`src/rtl/tmr_pkg.sv`:
```
package tmr_pkg;
   localparam int unsigned OFS_CNT_LO = 32'h10;
   localparam int unsigned OFS_CNT_HI = 32'h14;
   localparam int unsigned OFS_PRD_LO = 32'h18;
   localparam int unsigned OFS_PRD_HI = 32'h1C;
   localparam int unsigned OFS_RUNCTL = 32'h20;
   localparam int unsigned OFS_GLBCTL = 32'h24;

   localparam int RUN_LO_POS = 6;
   localparam int RUN_HI_POS = 22;
   localparam int ARR_POS    = 2;

   typedef enum logic [1:0] {
      RUN_STOP     = 2'd0,
      RUN_ONCE     = 2'd1,
      RUN_CYCLIC   = 2'd2
   } run_mode_e;

   localparam logic [1:0] ARR_WHOLE = 2'd0;
endpackage

```
`src/rtl/tmr_half.sv`:
```
module tmr_half #(
   parameter int DW = 32
) (
   input  logic          clk,
   input  logic          rst_n,
   input  logic          hold,
   input  logic          load,
   input  logic [DW-1:0] load_val,
   input  logic          clear,
   input  logic          step,
   output logic [DW-1:0] cnt
);
   always_ff @(posedge clk or negedge rst_n) begin
      if (!rst_n)      cnt <= '0;
      else if (hold)   cnt <= '0;
      else if (load)   cnt <= load_val;
      else if (clear)  cnt <= '0;
      else if (step)   cnt <= cnt + DW'(1);
   end
endmodule

```
`src/rtl/tmr_regfile.sv`:
```
module tmr_regfile
   import tmr_pkg::*;
#(
   parameter int DW = 32,
   parameter int AW = 8
) (
   input  logic          clk,
   input  logic          rst_n,
   input  logic          we,
   input  logic [AW-1:0] addr,
   input  logic [DW-1:0] wdata,
   input  logic [DW-1:0] cnt_lo,
   input  logic [DW-1:0] cnt_hi,
   input  logic          os_clr_lo,
   input  logic          os_clr_hi,
   output logic [DW-1:0] prd_lo,
   output logic [DW-1:0] prd_hi,
   output logic [1:0]    run_lo,
   output logic [1:0]    run_hi,
   output logic [1:0]    arr,
   output logic [1:0]    rel,
   output logic          wr_cnt_lo,
   output logic          wr_cnt_hi,
   output logic          wr_runctl,
   output logic [DW-1:0] rdata
);
   logic sel_cnt_lo, sel_cnt_hi, sel_prd_lo, sel_prd_hi, sel_run, sel_glb;

   assign sel_cnt_lo = (addr == AW'(OFS_CNT_LO));
   assign sel_cnt_hi = (addr == AW'(OFS_CNT_HI));
   assign sel_prd_lo = (addr == AW'(OFS_PRD_LO));
   assign sel_prd_hi = (addr == AW'(OFS_PRD_HI));
   assign sel_run    = (addr == AW'(OFS_RUNCTL));
   assign sel_glb    = (addr == AW'(OFS_GLBCTL));

   assign wr_cnt_lo = we && sel_cnt_lo;
   assign wr_cnt_hi = we && sel_cnt_hi;
   assign wr_runctl = we && sel_run;

   always_ff @(posedge clk or negedge rst_n) begin
      if (!rst_n) begin
         prd_lo <= '0;
         prd_hi <= '0;
      end else if (we) begin
         if (sel_prd_lo) prd_lo <= wdata;
         if (sel_prd_hi) prd_hi <= wdata;
      end
   end

   always_ff @(posedge clk or negedge rst_n) begin
      if (!rst_n) begin
         run_lo <= RUN_STOP;
         run_hi <= RUN_STOP;
      end else if (wr_runctl) begin
         run_lo <= wdata[RUN_LO_POS +: 2];
         run_hi <= wdata[RUN_HI_POS +: 2];
      end else begin
         if (os_clr_lo) run_lo <= RUN_STOP;
         if (os_clr_hi) run_hi <= RUN_STOP;
      end
   end

   always_ff @(posedge clk or negedge rst_n) begin
      if (!rst_n) begin
         arr <= ARR_WHOLE;
         rel <= '0;
      end else if (we && sel_glb) begin
         arr <= wdata[ARR_POS +: 2];
         rel <= wdata[1:0];
      end
   end

   always_comb begin
      rdata = '0;
      if (sel_cnt_lo)      rdata = cnt_lo;
      else if (sel_cnt_hi) rdata = cnt_hi;
      else if (sel_prd_lo) rdata = prd_lo;
      else if (sel_prd_hi) rdata = prd_hi;
      else if (sel_run) begin
         rdata[RUN_LO_POS +: 2] = run_lo;
         rdata[RUN_HI_POS +: 2] = run_hi;
      end else if (sel_glb) begin
         rdata[ARR_POS +: 2] = arr;
         rdata[1:0]          = rel;
      end
   end
endmodule

```
`src/rtl/split_timer.sv`:
```
module split_timer
   import tmr_pkg::*;
#(
   parameter int DW      = 32,
   parameter int AW      = 8,
   parameter bit WIDE_EN = 1'b1
) (
   input  logic          clk,
   input  logic          rst_n,
   input  logic          bus_we,
   input  logic [AW-1:0] bus_addr,
   input  logic [DW-1:0] bus_wdata,
   output logic [DW-1:0] bus_rdata,
   output logic          irq_lo,
   output logic          irq_hi
);
   localparam int NH = 2;

   if (DW < 24) begin : g_bad_dw
      $error("split_timer: DW must be at least 24 to hold the run-control fields");
   end
   if (AW < 6) begin : g_bad_aw
      $error("split_timer: AW must be at least 6 to reach offset 0x24");
   end

   logic [DW-1:0] cnt_lo, cnt_hi, prd_lo, prd_hi;
   logic [1:0]    run_lo, run_hi, arr, rel;
   logic          rel_lo, rel_hi;
   logic          wr_cnt_lo, wr_cnt_hi, wr_runctl;
   logic          os_clr_lo, os_clr_hi;
   logic          split;
   logic          wide_run, wide_match;

   logic [DW-1:0] cnt_q   [NH];
   logic [DW-1:0] prd_v   [NH];
   logic [1:0]    run_v   [NH];
   logic [NH-1:0] rel_v, load_v, hold_v, clear_v, step_v, run_s, match_s;

   tmr_regfile #(.DW(DW), .AW(AW)) u_regs (
      .clk       (clk),
      .rst_n     (rst_n),
      .we        (bus_we),
      .addr      (bus_addr),
      .wdata     (bus_wdata),
      .cnt_lo    (cnt_lo),
      .cnt_hi    (cnt_hi),
      .os_clr_lo (os_clr_lo),
      .os_clr_hi (os_clr_hi),
      .prd_lo    (prd_lo),
      .prd_hi    (prd_hi),
      .run_lo    (run_lo),
      .run_hi    (run_hi),
      .arr       (arr),
      .rel       (rel),
      .wr_cnt_lo (wr_cnt_lo),
      .wr_cnt_hi (wr_cnt_hi),
      .wr_runctl (wr_runctl),
      .rdata     (bus_rdata)
   );

   assign rel_lo = rel[0];
   assign rel_hi = rel[1];

   assign prd_v[0] = prd_lo;
   assign prd_v[1] = prd_hi;
   assign run_v[0] = run_lo;
   assign run_v[1] = run_hi;
   assign rel_v    = rel;
   assign load_v   = {wr_cnt_hi, wr_cnt_lo};

   // Whole-counter variant: present only when the parameter asks for it.
   if (WIDE_EN) begin : g_wide
      assign split      = (arr != ARR_WHOLE);
      assign wide_run   = rel_lo && rel_hi && (run_lo != RUN_STOP);
      assign wide_match = wide_run && ({cnt_hi, cnt_lo} == {prd_hi, prd_lo});
   end else begin : g_narrow
      assign split      = 1'b1;
      assign wide_run   = 1'b0;
      assign wide_match = 1'b0;
   end

   for (genvar h = 0; h < NH; h++) begin : g_half
      assign run_s[h]   = rel_v[h] && (run_v[h] != RUN_STOP);
      assign match_s[h] = run_s[h] && (cnt_q[h] == prd_v[h]);

      assign hold_v[h]  = split ? !rel_v[h] : !(rel_lo && rel_hi);
      assign clear_v[h] = split ? match_s[h] : wide_match;

      if (h == 0) begin : g_step_lo
         assign step_v[h] = split ? (run_s[h] && !match_s[h])
                                  : (wide_run && !wide_match);
      end else begin : g_step_hi
         assign step_v[h] = split ? (run_s[h] && !match_s[h])
                                  : (wide_run && !wide_match && (&cnt_lo));
      end

      tmr_half #(.DW(DW)) u_half (
         .clk      (clk),
         .rst_n    (rst_n),
         .hold     (hold_v[h]),
         .load     (load_v[h]),
         .load_val (bus_wdata),
         .clear    (clear_v[h]),
         .step     (step_v[h]),
         .cnt      (cnt_q[h])
      );
   end

   assign cnt_lo = cnt_q[0];
   assign cnt_hi = cnt_q[1];

   assign os_clr_lo = (split ? match_s[0] : wide_match) && (run_lo == RUN_ONCE);
   assign os_clr_hi = split && match_s[1] && (run_hi == RUN_ONCE);

   always_ff @(posedge clk or negedge rst_n) begin
      if (!rst_n) begin
         irq_lo <= 1'b0;
         irq_hi <= 1'b0;
      end else begin
         irq_lo <= split ? match_s[0] : wide_match;
         irq_hi <= split && match_s[1];
      end
   end
endmodule

```
`config.mk`:
```
export PLATFORM = sky130hd
export DESIGN_NAME = split_timer
export DESIGN_NICKNAME = d
export VERILOG_FILES = /design/src/rtl/tmr_pkg.sv /design/src/rtl/tmr_half.sv /design/src/rtl/tmr_regfile.sv /design/src/rtl/split_timer.sv
export SDC_FILE = /design/constraint.sdc
export NUM_CORES = 1
export LEC_CHECK = 0
export BUFFER_PORTS_ARGS = -buffer_cell sky130_fd_sc_hd__buf_2
export CORE_MARGIN = 4
export CORE_UTILIZATION = 40
export CTS_CLUSTER_DIAMETER = 30
export DETAILED_ROUTE_END_ITERATION = 8
export GPL_ROUTABILITY_DRIVEN = 1
export PLACE_DENSITY = 0.57
export SLEW_MARGIN = 0
export SYNTH_ARGS = -nofsm -noshare
export SYNTH_HDL_FRONTEND = slang
export SYNTH_SLANG_ARGS = --single-unit
```
`constraint.sdc`:
```
create_clock -name clk -period 5 [get_ports clk]
set_clock_uncertainty 0.2 [all_clocks]
set_input_delay 1 -clock clk [delete_from_list [all_inputs] [get_ports clk]]
set_output_delay 1 -clock clk [all_outputs]
set_load 0.005 [all_outputs]
```
==> impl_metrics.ini, run 1 <==
[status]
status = finished with violations
violations = design-rule violations

[route]
via_count = 8316
drc = 6
routed_wl_um = 32900
dr.first_iter.drc_count = 1084
drt_pass1_iterations = 9
ant_nets = 0
post_drt_wl_per_cell_um = 25.1
vias_per_cell = 6.34

[clocking]
clk_latency_ns = 0.43
cts_made_buffers = 17
cts.clk_slew.worst_paths_ns = 0.06
clock_sinks = 138
cts_tree = yes
clockBufferDepth = 2
root_buffer = clkbuf_16
cts.repair.resized = 0
cts_setup_buffers = 0
htreeDepth = 4
ctsHoldBuffers = 0

[sta]
setup_viol = 0
hold_violations = 0
rsz0062_at_grt = false
finalCritPeriodShare = 0.887
fmax_mhz = 225
fin_tns_setup_ns = 0
slew_viol_final = 0
slew_headroom = 0.373
tightest_slew_ns = 0.940
finalCriticalPeriod_ns = 4.44

[critical_path]
path_max_fanout = 16
cp-end-kind = output port
worstSetupStartpointType = input pin
ff2ff_setup_slack_ns = 1.39
path_class = input pin to output port
r2r_start = g_half[0].u_half.cnt[11]
arrival_ns = 3.24
worst_r2r_path_depth = 8
crit_required_ns = 3.80
r2r_end = g_half[1].u_half.cnt[26]
worstSetupStartpoint = bus_addr[5]

[die]
rows = 54
die_y_um = 158
die-area_um2 = 24900
core_area_um2 = 22000
ios = 77
die_x_um = 158
initial_utilization = 0.408

[min_path]
whs_endpoint = u_regs.run_hi[1]
min_path_type = flip-flop to flip-flop
hold_start = u_regs.run_hi[1]
hold_depth = 2

[power]
leakage_uw = 0.00480
powerDensity_nw_per_um2 = 258
ir_drop_uv = 182

[placement]
dp_hpwl_um = 24000
io_buffers = 76
gp_congestion = 0.927

[global_routing]
grt_pass1_vias = 7829
grt_max_degree = 84
grt.total_usage = 0.268
antenna_found_initial = 0
grt_pass1_wl_um = 50300
grt_overflow = 0

[synth]
yosys_warnings = 0
synthTopCellsByArea = dfrtp_1, mux2_2, xor2_1, nand2_1, xnor2_1
synth_flop_cell = dfrtp_1
yosys.area.top_type = dfrtp_1
ys_seq_area_frac = 0.385
synth.avg_cell_area_um2 = 9.21
async_reset_ff_frac = 1.00
yosys.cell_types.count = 71
synthCells = 973
synth_top_area_frac = 0.385
synth_area_um2 = 8960
ys_seq_elements = 138
syn_nets = 1018
synth_edf_count = 0

[finish]
area_growth_pct = 13.6
fill_cells = 2122
fin_nets = 1065
finalCoreUtilization = 0.464
antenna_cells = 0
seqCellArea_um2 = 3450
drive_gt1_frac = 0.238
multi_input_area_um2 = 5140

[run]
maxCapViolCount = 0
## registers in the layout, indices dropped and copies added (netlist names)
signal / count
u_regs.prd_lo: 32
u_regs.rel: 2
u_regs.prd_hi: 32
g_half.u_half.cnt: 64
irq_lo: 1
irq_hi: 1
u_regs.run_hi: 2
u_regs.arr: 2
u_regs.run_lo: 2
## cell usage in the layout (no fill, tap or decap), drive strengths merged, types with 6 or more instances in the layout
master and instances:
o21ai 37, a222oi 25, a22oi 12, a21oi 54, xor2 42, nand4 17
clkbuf 23, a22o 7, nor4b 8, a31oi 25, nor4 21, and2 10
a221o 6, nand2 85, dfrtp 138, o221a 16, and3 48, o211ai 8
xnor2 36, nand3 36, or2 6, nor2 67, inv 14, buf 109
mux2 69, nor3 15, and4 11
## stage by stage
| step | power (uW) | cells | worst slack, ns | instance area [um2] | hold slack, ns |
|---|---|---|---|---|---|
| 4_1_cts | 2630 | 1312 | 0.625 | 10200 | 0.349 |
| 2_1_floorplan | 1300 | 973 | 1.10 | 8960 | 0.278 |
| 3_3_place_gp | 1420 | 1281 | 0.641 | 9630 | 0.325 |
| 5_1_grt | 2710 | 1312 | 0.504 | 10200 | 0.359 |
| 6_report | 2620 | 1312 | 0.563 | 10200 | 0.353 |
| 3_5_place_dp | 1420 | 1281 | 0.638 | 9630 | 0.332 |
## Yosys cell counts, types with 14 or more instances
| cell type | number |
|---|---|
| xnor2_1 | 36 |
| a31oi_1 | 25 |
| mux2_2 | 69 |
| nand2_1 | 84 |
| and3_1 | 48 |
| o21ai_0 | 35 |
| nand3_1 | 36 |
| nand4_1 | 17 |
| a222oi_1 | 25 |
| dfrtp_1 | 138 |
| clkbuf_1 | 62 |
| nor4_1 | 21 |
| inv_1 | 14 |
| a21oi_1 | 54 |
| nor2_1 | 67 |
| o221a_2 | 16 |
| xor2_1 | 42 |
## logic make-up after synthesis
group | Yosys count | share of synthesized area
simple gates | 340 | 0.198
buf+inv | 95 | 0.0438
flops | 138 | 0.385
mux | 69 | 0.0867
xor+xnor | 78 | 0.0762
fa+ha+maj | 2 | 0.00279
compound gates | 251 | 0.207
## final cells by class
type / count / share of cell area
clock buffers: 23 / 0.0470
clock inverters: 8 / 0.00688
inverters: 14 / 0.00516
multi-input cells: 740 / 0.505
flip-flops and latches: 138 / 0.339
well taps: 280 / 0.0344
repair buffers: 109 / 0.0623
## where the power goes
part           switching, uW  internal, uW
clock                    497           717
combinational            150          77.7
sequential              34.7          1150
## worst max-delay path: stages
cell	delay (ns)
buf_2	0.11
or4b_1	0.66
nor3_4	0.62
buf_4	0.32
a222oi_1	0.13
a21oi_1	0.23
buf_2	0.15
## routing by layer
layer | vias up | track usage | part of all wire
met3 | 47 | 0.0552 | 0.081
li1 | 3782 | - | -
met2 | 397 | 0.414 | 0.45
met1 | 4090 | 0.388 | 0.45
met4 | 0 | 0.0643 | 0.021
met5 | - | 0 | 0
## worst max-delay path by stage
stage | slack [ns] | endpoint
final | 0.56 | bus_rdata[4]
after global routing | 0.50 | bus_rdata[11]
after CTS | 0.62 | bus_rdata[4]
after detailed placement | 0.64 | bus_rdata[4]
after global placement | 0.64 | bus_rdata[11]
after floorplan | 1.10 | bus_rdata[20]
No activity file was read; power rests on OpenSTA's default activity.
==> run 2: changes to the inputs <==
--- a/config.mk
+++ b/config.mk
@@ -6,7 +6,6 @@
 export NUM_CORES = 1
 export LEC_CHECK = 0
 export BUFFER_PORTS_ARGS = -buffer_cell sky130_fd_sc_hd__buf_2
-export CORE_MARGIN = 4
 export CORE_UTILIZATION = 40
 export CTS_CLUSTER_DIAMETER = 30
 export DETAILED_ROUTE_END_ITERATION = 8
==> run 2 against run 1 <==
Effect of this change: the run now ends clean; critical path depth stayed put; wire length is 0.51% higher; via count shrank 0.32%; hold slack worse by 0.015 ns; die area down 7.5%; cell count fell by 0.30%; global-route usage increased by 3.1 points; sequential share of layout area fell by 0.19 points; worst setup slack improved by 0.20 ns; clock-buffer cell count decreased by 2; clock power up 15%; critical path type unchanged.
==> impl_metrics.ini, run 2 (synthesis results as in run 1) <==
[die]
core_area_um2 = 21900
die-area_um2 = 23000
rows = 54
ios = 77
die_x_um = 152
die_y_um = 152
initial_utilization = 0.409

[clocking]
clock_sinks = 138
cts_setup_buffers = 0
htreeDepth = 4
cts_made_buffers = 17
cts.clk_slew.worst_paths_ns = 0.06
cts.repair.resized = 0
root_buffer = clkbuf_16
clk_latency_ns = 0.43
ctsHoldBuffers = 0
clockBufferDepth = 2
cts_tree = yes

[global_routing]
grt_overflow = 0
grt_max_degree = 94
grt_pass1_wl_um = 50200
antenna_found_initial = 0
grt.total_usage = 0.300
grt_pass1_vias = 7780

[critical_path]
worst_r2r_path_depth = 9
r2r_start = g_half[0].u_half.cnt[18]
worstSetupStartpoint = bus_addr[5]
r2r_end = g_half[1].u_half.cnt[17]
ff2ff_setup_slack_ns = 1.37
cp-end-kind = output port
worst_path_most_repeated_cell = buf_2
crit_chain = buf_2, or4b_1, nor3_2, buf_4, a222oi_1, a21oi_1, buf_2
crit_buf_inv = 3
crit_family = simple AND/OR/NAND/NOR gates
endpoint = bus_rdata[4]
path_class = input pin to output port
path_max_fanout = 33
cp_slowest_cell = or4b_1
arrival_ns = 3.04
critPathMaxStageDelay_ns = 0.65
crit_cells = 7
crit_required_ns = 3.80
worstSetupStartpointType = input pin

[finish]
top_register = g_half.u_half.cnt
final_cell_mix = dfrtp_1, nand2_1, buf_2
drive_gt1_frac = 0.236
fin_nets = 1060
antenna_cells = 0
final_common_cell = dfrtp_1
largest_reg_flops = 64
area_growth_pct = 14.2
finalInstanceArea_um2 = 10200
instances_no_fill = 1308
largestRegisters = g_half.u_half.cnt x64, u_regs.prd_hi x32, u_regs.prd_lo x32

[sta]
slew_viol_final = 0
setup_viol = 0
finalCriticalPeriod_ns = 4.24
fmax_mhz = 236
hold_slack_ns = 0.338
tightest_slew_ns = 1.21
hold_violations = 0
fin_tns_setup_ns = 0
finalCritPeriodShare = 0.847
slew_headroom = 0.192
rsz0062_at_grt = false

[placement]
io_buffers = 76
gp_congestion = 0.929
placed_area_um2 = 9600
placed_cells = 1276
dp_hpwl_um = 23600

[power]
powerDensity_nw_per_um2 = 273
leakage_uw = 0.00481
ir_drop_uv = 193

[route]
dr.first_iter.drc_count = 916
post_drt_wl_per_cell_um = 25.3
via_count = 8289
routed_wl_um = 33100
ant_nets = 0
vias_per_cell = 6.34
drt_pass1_iterations = 9
drc = 0

[min_path]
hold_depth = 2
min_path_type = flip-flop to flip-flop

[status]
status = finished clean

[run]
maxCapViolCount = 0
[run 2: stage by stage]
stage | utilization | power, uW | worst slack (ns)
2_1_floorplan | - | 1300 | 1.10
3_3_place_gp | 0.439 | 1420 | 0.843
3_5_place_dp | 0.439 | 1420 | 0.824
4_1_cts | 0.468 | 2810 | 0.821
5_1_grt | 0.468 | 2870 | 0.703
6_report | 0.468 | 2790 | 0.763
[run 2: routing by layer]
| layer | vias up | part of all wire | global-route usage |
|---|---|---|---|
| li1 | 3762 | - | - |
| met1 | 4133 | 0.46 | 0.427 |
| met5 | - | 0 | 0 |
| met2 | 350 | 0.46 | 0.463 |
| met4 | 0 | 0.025 | 0.0851 |
| met3 | 44 | 0.063 | 0.0536 |
[run 2: how the worst min path moves through the flow]
| stage | from | end |
|---|---|---|
| 2_1_floorplan | u_regs.run_hi[1] | u_regs.run_hi[1] |
| 3_3_place_gp | u_regs.run_hi[1] | u_regs.run_hi[1] |
| 3_5_place_dp | u_regs.run_hi[1] | u_regs.run_hi[1] |
| 4_1_cts | u_regs.run_hi[1] | u_regs.run_hi[1] |
| 5_1_grt | u_regs.prd_hi[16] | u_regs.prd_hi[16] |
| 6_report | u_regs.run_hi[1] | u_regs.run_hi[1] |
[run 2: cell type report]
type	instances	area [um2]
sequential	138	3450
fill	2116	11700
tap	280	350
timing repair buffer	104	609
clock buffer	21	470
clock inverter	11	166
inverter	14	52.6
multi-input combinational	740	5140
[run 2: power by group]
part / switching [uW] / internal (uW) / leakage, uW / total (uW)
clock: 515 / 874 / 0.000305 / 1390
combinational: 149 / 76.7 / 0.00259 / 226
sequential: 33.6 / 1150 / 0.00191 / 1180
total: 698 / 2100 / 0.00481 / 2790
[run 2: worst min-delay path: cells and delay by family (launching register included)]
family	cells	cell delay [ns]
DFF	1	0.39
and+or+nand+nor	2	0.12
==> run 3: changes to the inputs <==
--- a/config.mk
+++ b/config.mk
@@ -10,7 +10,7 @@
 export CTS_CLUSTER_DIAMETER = 30
 export DETAILED_ROUTE_END_ITERATION = 8
 export GPL_ROUTABILITY_DRIVEN = 1
-export PLACE_DENSITY = 0.57
+export PLACE_DENSITY = 0.59
 export SLEW_MARGIN = 0
 export SYNTH_ARGS = -nofsm -noshare
 export SYNTH_HDL_FRONTEND = slang
==> constraint.sdc (replaced) <==
create_clock -name clk -period 3.6 [get_ports clk]
set_clock_uncertainty 0.2 [all_clocks]
set_input_delay 0.72 -clock clk [delete_from_list [all_inputs] [get_ports clk]]
set_output_delay 0.72 -clock clk [all_outputs]
set_load 0.005 [all_outputs]
==> run 3 against run 2 <==
Effect of this change: wire length increased by 4.3%; critical path depth is the same; flip-flop and latch count stayed put; largest cell class unchanged.
==> impl_metrics.ini, run 3 (synthesis results as in run 1) <==
[critical_path]
path_max_fanout = 33
path_class = input pin to output port
critPathMaxStageDelay_ns = 0.66
crit_family = simple AND/OR/NAND/NOR gates
arrival_ns = 2.55
cp_slowest_cell = or4b_1
crit_required_ns = 2.68
worst_path_most_repeated_cell = buf_2
crit_buf_inv = 3
crit_chain = buf_2, or4b_1, nor3_2, buf_12, a222oi_1, a21oi_1, buf_2
cp-end-kind = output port
worstSetupStartpointType = input pin

[global_routing]
grt.total_usage = 0.313
antenna_found_initial = 0
grt_max_degree = 57
grt_pass1_vias = 8165
grt_pass1_wl_um = 51900
grt_overflow = 0

[sta]
hold_violations = 0
tightest_slew_ns = 1.21
slew_viol_final = 0
setup_ws_ns = 0.132
hold_slack_ns = 0.0707
finalCriticalPeriod_ns = 3.47
fin_tns_setup_ns = 0
finalCritPeriodShare = 0.963
fmax_mhz = 288
rsz0062_at_grt = false
slew_headroom = 0.195
setup_viol = 0

[die]
die_y_um = 152
die_x_um = 152
ios = 77
die-area_um2 = 23000
rows = 54
core_area_um2 = 21900
initial_utilization = 0.409

[finish]
drive_gt1_frac = 0.262
top_register = g_half.u_half.cnt
instances_no_fill = 1353
largestRegisters = g_half.u_half.cnt x64, u_regs.prd_hi x32, u_regs.prd_lo x32
fin_nets = 1107
final_common_cell = dfrtp_1
largest_reg_flops = 64
area_growth_pct = 18.0
final_cell_mix = dfrtp_1, nand2_1, buf_2
antenna_cells = 0

[placement]
dpl_worst_slack_ns = 0.141
io_buffers = 76
placed_cells = 1323
gp_congestion = 0.922
dp_hpwl_um = 25500

[clocking]
clock_sinks = 138
cts_made_buffers = 17
htreeDepth = 4
root_buffer = clkbuf_16
cts_tree = yes
clk_latency_ns = 0.43
ctsHoldBuffers = 0
cts.repair.resized = 0
cts.clk_slew.worst_paths_ns = 0.06
cts_setup_buffers = 0
clockBufferDepth = 2

[power]
ir_drop_uv = 271
powerDensity_nw_per_um2 = 350
leakage_uw = 0.00504

[route]
drt_pass1_iterations = 8
via_count = 8668
post_drt_wl_per_cell_um = 25.5
met2_length_um = 15800
dr.first_iter.drc_count = 898
routed_wl_um = 34500
vias_per_cell = 6.41
ant_nets = 0
drc = 0
top_layer = met4
wl_met1_um = 14300
wl_met3_um = 2870

[run]
maxCapViolCount = 0

[status]
status = finished clean

[min_path]
min_path_type = input pin to async pin
## run 3: cell count changes in the layout (fill, tap and decap cells not counted), sizes merged
cell / change
inv: -1
clkinv: -3
clkbuf: +7
buf: +47
bufinv: -2
clkinvlp: -3
## run 3: metrics by stage
stage	util	area [um2]	total power, uW
2_1_floorplan	-	8960	1800
3_3_place_gp	0.458	10000	1980
3_5_place_dp	0.458	10000	1980
4_1_cts	0.483	10600	3710
5_1_grt	0.483	10600	3820
6_report	0.483	10600	3710
## run 3: final cells by class
type                            instances  area (um2)
Clock inverter                          2        60.1
Inverter                               14        52.6
Sequential cell                       138        3450
Multi-Input combinational cell        740        5140
Tap cell                              280         350
Timing Repair Buffer                  151        1020
Fill cell                            2149       11300
Clock buffer                           28         497
## run 3: final timing paths
check / from / endpoint / slack (ns) / cells after the start
max: bus_addr[5] / bus_rdata[24] / 0.13 / 7
min: rst_n / g_half[1].u_half.cnt[0] / 0.07 / 1
max reg2reg: g_half[0].u_half.cnt[10] / g_half[1].u_half.cnt[2] / 0.33 / 9
min reg2reg: u_regs.run_hi[1] / u_regs.run_hi[1] / 0.35 / 2
max in group asynchronous: rst_n / u_regs.prd_hi[21] / 2.33 / 2
min in group clk: u_regs.run_hi[1] / u_regs.run_hi[1] / 0.35 / 2
## run 3: layer usage
| metal | global-route usage | vias to the layer above |
|---|---|---|
| met3 | 0.0716 | 89 |
| met4 | 0.144 | 0 |
| met1 | 0.413 | 4251 |
| met2 | 0.485 | 472 |
| li1 | - | 3856 |
| met5 | 0 | - |
## run 3: power by group
part / leakage, uW / internal [uW] / switching, uW
sequential: 0.00191 / 1590 / 47.5
clock: 0.000269 / 1070 / 672
combinational: 0.00286 / 111 / 214
total: 0.00504 / 2770 / 934
